### src/rtl/dfs_pkg.sv
package dfs_pkg;
  localparam int DATA_W     = 12;
  localparam int FRAME_W    = DATA_W + 4;
  localparam int BYTE_W     = 8;
  localparam int GAP_HALVES = 2;
  localparam int REF_W      = 2;

  localparam logic [1:0] SEL_CTRL = 2'b11;

  typedef logic [FRAME_W-1:0] frame_t;

  typedef enum logic [2:0] {
    PH_IDLE, PH_CS, PH_FS, PH_HI, PH_LO, PH_GAP, PH_TAIL, PH_REL
  } phase_t;

  typedef enum logic [2:0] {
    SQ_IDLE, SQ_LOAD1, SQ_WAIT1, SQ_LOAD2, SQ_WAIT2
  } seq_t;
endpackage

### src/rtl/dfs_half_timer.sv
module dfs_half_timer #(
  parameter int HALF_W = 8
) (
  input  logic              clk,
  input  logic              rst_n,
  input  logic              run,
  input  logic [HALF_W-1:0] half_len,
  output logic [HALF_W-1:0] lim,
  output logic              tick
);
  logic [HALF_W-1:0] cnt_q, cnt_d;

  assign lim  = (half_len == '0) ? HALF_W'(1) : half_len;
  assign tick = run && (cnt_q == lim - HALF_W'(1));

  always_comb begin
    if (!run || tick) cnt_d = '0;
    else              cnt_d = cnt_q + HALF_W'(1);
  end

  always_ff @(posedge clk or negedge rst_n) begin
    if (!rst_n) cnt_q <= '0;
    else        cnt_q <= cnt_d;
  end
endmodule

### src/rtl/dfs_word_build.sv
module dfs_word_build
  import dfs_pkg::*;
(
  input  logic              value_only,
  input  logic [1:0]        sel,
  input  logic              fast,
  input  logic              pdown,
  input  logic [REF_W-1:0]  ref_code,
  input  logic [DATA_W-1:0] payload,
  input  logic              mem_vld,
  input  logic              mem_fast,
  input  logic [REF_W-1:0]  mem_ref,
  output frame_t            first,
  output frame_t            second,
  output logic              two,
  output logic              upd,
  output logic              new_fast,
  output logic [REF_W-1:0]  new_ref
);
  frame_t ctrl_w, data_w, full_w;
  logic   match;

  assign full_w = {sel[1], fast, pdown, sel[0], payload};
  assign ctrl_w = {1'b1, fast, 1'b0, 1'b1, {(DATA_W-REF_W){1'b0}}, ref_code};
  assign data_w = {1'b0, fast, 1'b0, 1'b0, payload};
  assign match  = mem_vld && (mem_fast == fast) && (mem_ref == ref_code);

  always_comb begin
    new_fast = fast;
    if (!value_only) begin
      first   = full_w;
      second  = '0;
      two     = 1'b0;
      upd     = (sel == SEL_CTRL);
      new_ref = payload[REF_W-1:0];
    end else if (match) begin
      first   = data_w;
      second  = '0;
      two     = 1'b0;
      upd     = 1'b0;
      new_ref = ref_code;
    end else begin
      first   = ctrl_w;
      second  = data_w;
      two     = 1'b1;
      upd     = 1'b1;
      new_ref = ref_code;
    end
  end
endmodule

### src/rtl/dfs_frame_engine.sv
module dfs_frame_engine
  import dfs_pkg::*;
#(
  parameter int HALF_W = 8
) (
  input  logic              clk,
  input  logic              rst_n,
  input  logic              start,
  input  frame_t            word,
  input  logic              byte_mode,
  input  logic              tick,
  input  logic [HALF_W-1:0] lim,
  output logic              run,
  output logic              done,
  output logic              cs_n,
  output logic              fs,
  output logic              sclk,
  output logic              dout
);
  localparam int IDX_W = $clog2(FRAME_W);
  localparam int GAP_W = $clog2(GAP_HALVES + 1);
  localparam logic [IDX_W-1:0] LAST_IDX = IDX_W'(FRAME_W - 1);
  localparam logic [IDX_W-1:0] BYTE_IDX = IDX_W'(BYTE_W - 1);
  localparam logic [GAP_W-1:0] GAP_END  = GAP_W'(GAP_HALVES - 1);

  phase_t            ph_q, ph_d;
  logic [IDX_W-1:0]  bidx_q, bidx_d;
  frame_t            sh_q, sh_d;
  logic              bm_q, bm_d;
  logic [GAP_W-1:0]  gcnt_q, gcnt_d;

  always_comb begin
    ph_d = ph_q; bidx_d = bidx_q; sh_d = sh_q; bm_d = bm_q; gcnt_d = gcnt_q;
    case (ph_q)
      PH_IDLE: if (start) begin
        ph_d = PH_CS; sh_d = word; bm_d = byte_mode; bidx_d = '0;
      end
      PH_CS:  if (tick) ph_d = PH_FS;
      PH_FS:  if (tick) ph_d = PH_HI;
      PH_HI:  if (tick) ph_d = PH_LO;
      PH_LO:  if (tick) begin
        sh_d   = sh_q << 1;
        bidx_d = bidx_q + IDX_W'(1);
        if (bidx_q == LAST_IDX) ph_d = PH_TAIL;
        else if (bm_q && bidx_q == BYTE_IDX) begin
          ph_d = PH_GAP; gcnt_d = '0;
        end else ph_d = PH_HI;
      end
      PH_GAP: if (tick) begin
        if (gcnt_q == GAP_END) ph_d = PH_HI;
        else                   gcnt_d = gcnt_q + GAP_W'(1);
      end
      PH_TAIL: if (tick) ph_d = PH_REL;
      PH_REL:  if (tick) ph_d = PH_IDLE;
      default: ph_d = PH_IDLE;
    endcase
  end

  always_ff @(posedge clk or negedge rst_n) begin
    if (!rst_n) begin
      ph_q <= PH_IDLE; bidx_q <= '0; sh_q <= '0; bm_q <= 1'b0; gcnt_q <= '0;
    end else begin
      ph_q <= ph_d; bidx_q <= bidx_d; sh_q <= sh_d; bm_q <= bm_d; gcnt_q <= gcnt_d;
    end
  end

  assign run  = (ph_q != PH_IDLE);
  assign done = (ph_q == PH_REL) && tick;
  assign cs_n = (ph_q == PH_IDLE) || (ph_q == PH_REL);
  assign fs   = (ph_q == PH_IDLE) || (ph_q == PH_CS) || (ph_q == PH_REL);
  assign sclk = (ph_q == PH_HI) || (ph_q == PH_TAIL);
  assign dout = sh_q[FRAME_W-1];

  // Observation counters for the protocol checks below
  localparam int LEN_W = HALF_W + 2;
  localparam int FC_W  = $clog2(FRAME_W + 1);
  logic [LEN_W-1:0] hi_len_q, lo_len_q;
  logic [FC_W-1:0]  fcnt_q;
  logic             sclk_d_q;
  logic [LEN_W-1:0] lim_x;
  assign lim_x = {2'b00, lim};

  always_ff @(posedge clk or negedge rst_n) begin
    if (!rst_n) begin
      hi_len_q <= '0; lo_len_q <= '0; fcnt_q <= '0; sclk_d_q <= 1'b0;
    end else begin
      sclk_d_q <= sclk;
      hi_len_q <= !sclk ? '0 : (&hi_len_q ? hi_len_q : hi_len_q + LEN_W'(1));
      lo_len_q <=  sclk ? '0 : (&lo_len_q ? lo_len_q : lo_len_q + LEN_W'(1));
      fcnt_q   <= cs_n ? '0 : fcnt_q + FC_W'(sclk_d_q & ~sclk);
    end
  end

  p_fs_within_cs_r1: assert property (@(posedge clk) disable iff (!rst_n)
    !fs |-> !cs_n);
  p_fs_before_clock_r1: assert property (@(posedge clk) disable iff (!rst_n)
    $rose(sclk) |-> (!fs && !cs_n));
  p_din_hold_r2: assert property (@(posedge clk) disable iff (!rst_n)
    $fell(sclk) |-> $stable(dout));
  p_sixteen_falls_r2: assert property (@(posedge clk) disable iff (!rst_n)
    $rose(cs_n) |-> (fcnt_q == FC_W'(FRAME_W)));
  p_high_len_r3: assert property (@(posedge clk) disable iff (!rst_n)
    $fell(sclk) |-> (hi_len_q >= lim_x));
  p_low_len_r3: assert property (@(posedge clk) disable iff (!rst_n)
    $rose(sclk) |-> (lo_len_q >= lim_x));
  p_tail_edge_r4: assert property (@(posedge clk) disable iff (!rst_n)
    $rose(cs_n) |-> ($past(sclk) && $rose(fs)));
endmodule

### src/rtl/dac_frame_seq.sv
module dac_frame_seq
  import dfs_pkg::*;
#(
  parameter int HALF_W = 8
) (
  input  logic              clk,
  input  logic              rst_n,
  input  logic [HALF_W-1:0] cfg_half,
  input  logic              cfg_byte_mode,
  input  logic              cmd_valid,
  output logic              cmd_ready,
  input  logic              cmd_value_only,
  input  logic [1:0]        cmd_sel,
  input  logic              cmd_fast,
  input  logic              cmd_pdown,
  input  logic [1:0]        cmd_ref,
  input  logic [11:0]       cmd_payload,
  output logic              busy,
  output logic              ser_cs_n,
  output logic              ser_fs,
  output logic              ser_sclk,
  output logic              ser_dout
);
  seq_t             seq_q, seq_d;
  frame_t           w1_q, w1_d, w2_q, w2_d;
  logic             two_q, two_d;
  logic             mvld_q, mvld_d, mfast_q, mfast_d;
  logic [REF_W-1:0] mref_q, mref_d;

  frame_t           b_first, b_second;
  logic             b_two, b_upd, b_fast;
  logic [REF_W-1:0] b_ref;

  logic              eng_start, eng_run, eng_done, tick;
  logic [HALF_W-1:0] lim;
  frame_t            eng_word;
  logic              accept;

  dfs_word_build u_build (
    .value_only (cmd_value_only), .sel (cmd_sel), .fast (cmd_fast),
    .pdown (cmd_pdown), .ref_code (cmd_ref), .payload (cmd_payload),
    .mem_vld (mvld_q), .mem_fast (mfast_q), .mem_ref (mref_q),
    .first (b_first), .second (b_second), .two (b_two), .upd (b_upd),
    .new_fast (b_fast), .new_ref (b_ref)
  );

  dfs_half_timer #(.HALF_W(HALF_W)) u_timer (
    .clk (clk), .rst_n (rst_n), .run (eng_run), .half_len (cfg_half),
    .lim (lim), .tick (tick)
  );

  dfs_frame_engine #(.HALF_W(HALF_W)) u_engine (
    .clk (clk), .rst_n (rst_n), .start (eng_start), .word (eng_word),
    .byte_mode (cfg_byte_mode), .tick (tick), .lim (lim),
    .run (eng_run), .done (eng_done), .cs_n (ser_cs_n), .fs (ser_fs),
    .sclk (ser_sclk), .dout (ser_dout)
  );

  assign cmd_ready = (seq_q == SQ_IDLE);
  assign busy      = (seq_q != SQ_IDLE);
  assign accept    = cmd_valid && cmd_ready;
  assign eng_start = (seq_q == SQ_LOAD1) || (seq_q == SQ_LOAD2);
  assign eng_word  = (seq_q == SQ_LOAD2) ? w2_q : w1_q;

  always_comb begin
    seq_d = seq_q; w1_d = w1_q; w2_d = w2_q; two_d = two_q;
    mvld_d = mvld_q; mfast_d = mfast_q; mref_d = mref_q;
    case (seq_q)
      SQ_IDLE: if (accept) begin
        seq_d = SQ_LOAD1; w1_d = b_first; w2_d = b_second; two_d = b_two;
        if (b_upd) begin
          mvld_d = 1'b1; mfast_d = b_fast; mref_d = b_ref;
        end
      end
      SQ_LOAD1: seq_d = SQ_WAIT1;
      SQ_WAIT1: if (eng_done) seq_d = two_q ? SQ_LOAD2 : SQ_IDLE;
      SQ_LOAD2: seq_d = SQ_WAIT2;
      SQ_WAIT2: if (eng_done) seq_d = SQ_IDLE;
      default:  seq_d = SQ_IDLE;
    endcase
  end

  always_ff @(posedge clk or negedge rst_n) begin
    if (!rst_n) begin
      seq_q <= SQ_IDLE; w1_q <= '0; w2_q <= '0; two_q <= 1'b0;
      mvld_q <= 1'b0; mfast_q <= 1'b0; mref_q <= '0;
    end else begin
      seq_q <= seq_d; w1_q <= w1_d; w2_q <= w2_d; two_q <= two_d;
      mvld_q <= mvld_d; mfast_q <= mfast_d; mref_q <= mref_d;
    end
  end

  p_accept_busy_r10: assert property (@(posedge clk) disable iff (!rst_n)
    (cmd_valid && cmd_ready) |=> busy);
  p_cs_idle_r10: assert property (@(posedge clk) disable iff (!rst_n)
    !busy |-> ser_cs_n);
endmodule

### config.mk
export PLATFORM = sky130hd
export DESIGN_NAME = dac_frame_seq
export DESIGN_NICKNAME = d
export VERILOG_FILES = /design/src/rtl/dfs_pkg.sv /design/src/rtl/dfs_half_timer.sv /design/src/rtl/dfs_word_build.sv /design/src/rtl/dfs_frame_engine.sv /design/src/rtl/dac_frame_seq.sv
export SDC_FILE = /design/constraint.sdc
export NUM_CORES = 1
export LEC_CHECK = 0
export BUFFER_PORTS_ARGS = -buffer_cell sky130_fd_sc_hd__buf_2
export CORE_MARGIN = 10
export CORE_UTILIZATION = 59
export CTS_BUF_LIST = sky130_fd_sc_hd__clkbuf_8 sky130_fd_sc_hd__clkbuf_16
export CTS_CLUSTER_SIZE = 8
export DETAILED_ROUTE_END_ITERATION = 12
export PLACE_DENSITY_LB_ADDON = 0.2
export REMOVE_ABC_BUFFERS = 1
export SYNTH_ARGS = -nofsm -noshare
export SYNTH_HDL_FRONTEND = slang
export SYNTH_HIERARCHICAL = 1
export SYNTH_SLANG_ARGS = --single-unit
### constraint.sdc
create_clock -name clk -period 2.9 [get_ports clk]
set_input_delay 0.58 -clock clk [delete_from_list [all_inputs] [get_ports clk]]
set_output_delay 0.58 -clock clk [all_outputs]
set_load 0.05 [all_outputs]
After elaboration in Yosys (flattened, before gate mapping)
Cells that the tools add are included.
W data, S select, Z words.
{"block": "word_totals", "reg_bits": 74, "in_bits": 31, "out_inout_bits": 6, "elab_cells": 117}
{"block": "classes", "addsub": 4, "eq_ne": 33, "muxes": 40, "n_reduce_logical": 27}
{"operator": "$mux W16", "n": 6}
{"operator": "$mux W3", "n": 14}
{"operator": "$pmux W16 S2", "n": 1}
{"operator": "$pmux W3 S8", "n": 1}
{"operator": "$ne A2 B1 Y1 const B", "n": 10}
{"operator": "$mux W8", "n": 2}
{"operator": "$eq A3 B3 Y1 const B", "n": 5}
{"operator": "$mux W15", "n": 1}
{"operator": "$pmux W3 S5", "n": 1}
{"operator": "$mux W2", "n": 7}
{"operator": "$eq A3 B2 Y1 const B", "n": 4}
{"operator": "$ne A2 B2 Y1 const B", "n": 5}
{"operator": "$reduce_and A3 Y1", "n": 3}
{"operator": "$reduce_and A9 Y1", "n": 1}
{"operator": "$add A8 B1 Y8 const B", "n": 1}
{"operator": "$eq A8 B8 Y1", "n": 1}
{"operator": "$logic_not A8 Y1", "n": 1}
{"operator": "$mux W4", "n": 2}
{"operator": "$pmux W4 S2", "n": 1}
{"operator": "$sub A8 B1 Y8 const B", "n": 1}
{"operator": "$eq A3 B1 Y1 const B", "n": 2}
{"operator": "$logic_and A1 B1 Y1", "n": 6}
{"operator": "$logic_not A3 Y1", "n": 2}
{"operator": "$logic_or A1 B1 Y1", "n": 6}
{"operator": "15 further kinds", "n": 20}

Depth between registers and ports, before layout
{"block": "depth", "ltp_word": 8, "depth_mapped": 14, "mapped_depth_nobuf": 13}

Hierarchy
Netlist, hierarchy kept.
{"module": "dac_frame_seq", "instances": 1, "cells_each": 113, "area_per_inst_um2": 1751.7}
{"module": "dfs_frame_engine", "instances": 1, "cells_each": 134, "area_per_inst_um2": 1448.9}
{"module": "dfs_half_timer", "instances": 1, "cells_each": 85, "area_per_inst_um2": 704.4}
{"module": "dfs_word_build", "instances": 1, "cells_each": 54, "area_per_inst_um2": 407.9}

Worst setup path before layout
OpenSTA, ideal clock, no wires.
{"block": "synth_path", "path_kind": "input port to flip-flop", "from": "input port cfg_half[5]", "to": "register u_engine.sh_q[15]", "setup_ns": 0.125, "arrival_time_ns": 3.329, "setup_slack_ns": -0.554, "cell_stages": 13, "n_path_buf": 2, "cell_sequence": "clkbuf_1 nor4_2 a21oi_1 ha_1 and3_4 o21a_1 o31ai_1 and3_1 and4bb_4 nor2_4 buf_2 nand2_1 o21ai_1"}
{"block": "synth_via", "elab_chain_cells": 7}
{"item": "start: declaration", "line": "dac_frame_seq.sv:8", "text": "input logic [HALF_W-1:0] cfg_half,"}
{"item": "$logic_not A8 Y1", "line": "dfs_half_timer.sv:13", "text": "assign lim = (half_len == '0) ? HALF_W'(1) : half_len;"}
{"item": "$mux W8 (*)", "line": "dfs_half_timer.sv:13"}
{"item": "$sub A8 B1 Y8 (*)", "line": "dfs_half_timer.sv:14", "text": "assign tick = run && (cnt_q == lim - HALF_W'(1));"}
{"item": "$eq A8 B8 Y1 (*)", "line": "dfs_half_timer.sv:14"}
{"item": "$logic_and A1 B1 Y1 (*)", "line": "dfs_half_timer.sv:14"}
{"item": "net tick", "line": "dac_frame_seq.sv:34", "text": "logic eng_start, eng_run, eng_done, tick;"}
{"item": "$ne A2 B1 Y1 (no source line) (*)"}
{"item": "$reduce_and A3 Y1 (no source line) (*)"}
{"item": "end signal: assignment", "line": "dfs_frame_engine.sv:61", "text": "ph_q <= PH_IDLE; bidx_q <= '0; sh_q <= '0; bm_q <= 1'b0; gcnt_q <= '0;"}
{"item": "end signal: assignment", "line": "dfs_frame_engine.sv:63", "text": "ph_q <= ph_d; bidx_q <= bidx_d; sh_q <= sh_d; bm_q <= bm_d; gcnt_q <= gcnt_d;"}
{"item": "end: declaration", "line": "dfs_frame_engine.sv:28", "text": "frame_t sh_q, sh_d;"}
The timed path passes the listed nets; every way through them passes the cells marked *.
A chain may end at the register's enable or synchronous reset.

Final worst setup path
{"block": "layout_path", "from": "input port cfg_half[7]", "to": "register u_engine.bidx_q[3]"}
{"block": "layout_via", "elab_chain_cells": 7}
{"item": "$logic_not A8 Y1", "line": "dfs_half_timer.sv:13"}
{"item": "$mux W8 (*)", "line": "dfs_half_timer.sv:13"}
{"item": "$sub A8 B1 Y8 (*)", "line": "dfs_half_timer.sv:14"}
{"item": "$eq A8 B8 Y1 (*)", "line": "dfs_half_timer.sv:14"}
{"item": "$logic_and A1 B1 Y1 (*)", "line": "dfs_half_timer.sv:14"}
{"item": "net tick", "line": "dac_frame_seq.sv:34"}
{"item": "$ne A2 B1 Y1 (no source line) (*)"}
{"item": "$reduce_and A3 Y1 (no source line) (*)"}
{"item": "end signal: assignment", "line": "dfs_frame_engine.sv:61"}
{"item": "end signal: assignment", "line": "dfs_frame_engine.sv:63"}
{"item": "end: declaration", "line": "dfs_frame_engine.sv:27", "text": "logic [IDX_W-1:0] bidx_q, bidx_d;"}
Marked as above.

==> reports/results.ini <==
[worst_hold_path]
hold_class=in2async

[finish]
layout_commonest_cell=dfrtp_1
postLayoutCoreUtil=0.705
antenna_cells=0
layout.cells.most_common_list=dfrtp_1, buf_2, mux2_1, nand2_1, mux2_2
nNetsFinal=461
drive_above_1_share=0.350
area_growth_syn_to_layout_pct=13.9
post_route_cell_area_sq_um=4870
instances_no_fill=527

[setup_path]
beginning_of_the_worst_register_to_register_path=u_timer/cnt_q[0]
worstSetupStartpoint=cfg_half[7]
slowest_delay_ns=0.28
timing.critical_path.max_delay_family=simple AND/OR/NAND/NOR gates
crit_buf_inv=1
critical_path_class=in2reg
crit_path_start_kind=input pin
cp.depth=13
timing.reg2reg.worst_path_depth=9
reg2reg_slack_ns=0.54
critPathSlowestCell=nor4_4
worst_ep_required_time_ns=3.11
timing.critical_path.to_type=flip-flop
worst-endpoint-arrival_ns=2.93
crit_path_cell_trace=buf_2 -> nor4_4 -> a21oi_1 -> ha_2 -> xor2_1 -> xnor2_1 -> nand2_1 -> nor4_4 -> and3_4 -> and4bb_4 -> o2111ai_1 -> xor2_1 -> nor2_1
regToRegEndpoint=u_engine/bidx_q[3]
cp_max_fo=4

[sta]
setup-tns-final_ns=0
worst_slew_margin_rel=0.520
fmax_ghz=0.368
timing_worst_slew_pin_value_ns=0.720
timing.final.crit_period_ns=2.72
final.setup_skew_ns=0.00552
finalHoldWorstSlack_ns=0.286
min_period_over_period=0.937
unrepaired_setup_endpoints_after_global_routing=no
post-route-worst-setup-slack_ns=0.183
final-max-slew-violation-count=0
number_of_endpoints_with_negative_hold_slack_in_the_final_report=0
final_setup_fails=0

[yosys]
post_synth_inst_count=378
postSynthAreaPerCell_sq_um=11.3
synth_area_sq_um=4280
yosys_warnings=6

[grt]
first_pass_grt_wire_length_um=13900
grt_overflow=0
first_global_vias=2981
grt_use_total=0.150
maximum_number_of_pins_on_one_net_before_global_route_repair=45
grt_antenna_before_repair=0

[place]
place.gp.congestion=0.819
placed_cells_incl_taps=511
placement_cell_area_sq_um=4590
setup_slack_at_placement_ns=-0.220
port_buffers=36
place_hpwl_um=5740

[floorplan]
initial_utilization=0.619
top_level_ports=37
vertical_die_dimension_um=105
core_area_sq_um=6910
overall_die_area_sq_um=11100
row_count=30
die_width_um=105

[run_status]
outcome=finished clean

[flow_run]
drv.max_cap_violation_count=0

[route]
viasPerCell=5.54
wl_per_cell_um=15.4
drc_violation_count_after_routing=0
antenna_violating_nets_post_route=0
detailroute.via_count=2918
drt_iter0_markers=116
drt_pre_antenna_iters=4
drt-total-wl_um=8140

[clock_network]
ctsResizeCount=0
cts_made_buffers=9
cts_hold_repair.buffers=0
cts_tree=built
clock_sink_count=74
cts_htree_levels=3
cts_setup_buffers=0
clock-root-buffer=clkbuf_8
clkSlewWorstSetupHoldPaths_ns=0.08
clock_latency_ns=0.34
cts_buffer_depth=2

[power_and_ir_drop]
max-vdd-ir-drop_uv=491
power.density_nw_per_um2=912
static-leakage-power_nw=2.20
finalPower_mw=4.44

-- power by group --
group          internal [mW]  switching [mW]
combinational          0.782           0.885
sequential              1.45           0.322
clock                  0.616           0.383
-- layer usage --
metal  global-route usage  vias to the layer above  share of wire
li1                     -                     1417              -
met1                0.181                     1454           0.47
met2                0.252                       39           0.50
met3               0.0289                        8          0.025
met4               0.0657                        0          0.013
met5                    0                        -              0
-- sequential cells by signal, indices dropped and copies added, names as in the netlist --
signal,cells
u_engine/bidx_q,4
w2_q,16
two_q,1
w1_q,16
u_engine/gcnt_q,2
u_engine/sh_q,16
seq_q,3
u_engine/ph_q,3
mvld_q,1
u_engine/bm_q,1
mfast_q,1
u_timer/cnt_q,8
mref_q,2
-- worst max path at each step --
stage / slack, ns / to
detailed placement: -0.22 / u_engine/sh_q[10]
global route: 0.02 / u_engine/bidx_q[3]
floorplan: -0.50 / u_engine/bidx_q[0]
finish: 0.18 / u_engine/bidx_q[3]
global placement: -0.15 / u_engine/bidx_q[0]
CTS: 0.10 / u_engine/bidx_q[3]
-- final cells by class --
cell class / count / area, sq um
sequential: 74 / 1850
inverter: 11 / 41.3
timing repair buffer: 59 / 378
clock buffer: 11 / 151
fill: 531 / 2040
clock inverter: 5 / 101
multi-input combinational: 271 / 2230
tap: 96 / 120
No activity file was read; power rests on OpenSTA's default activity.
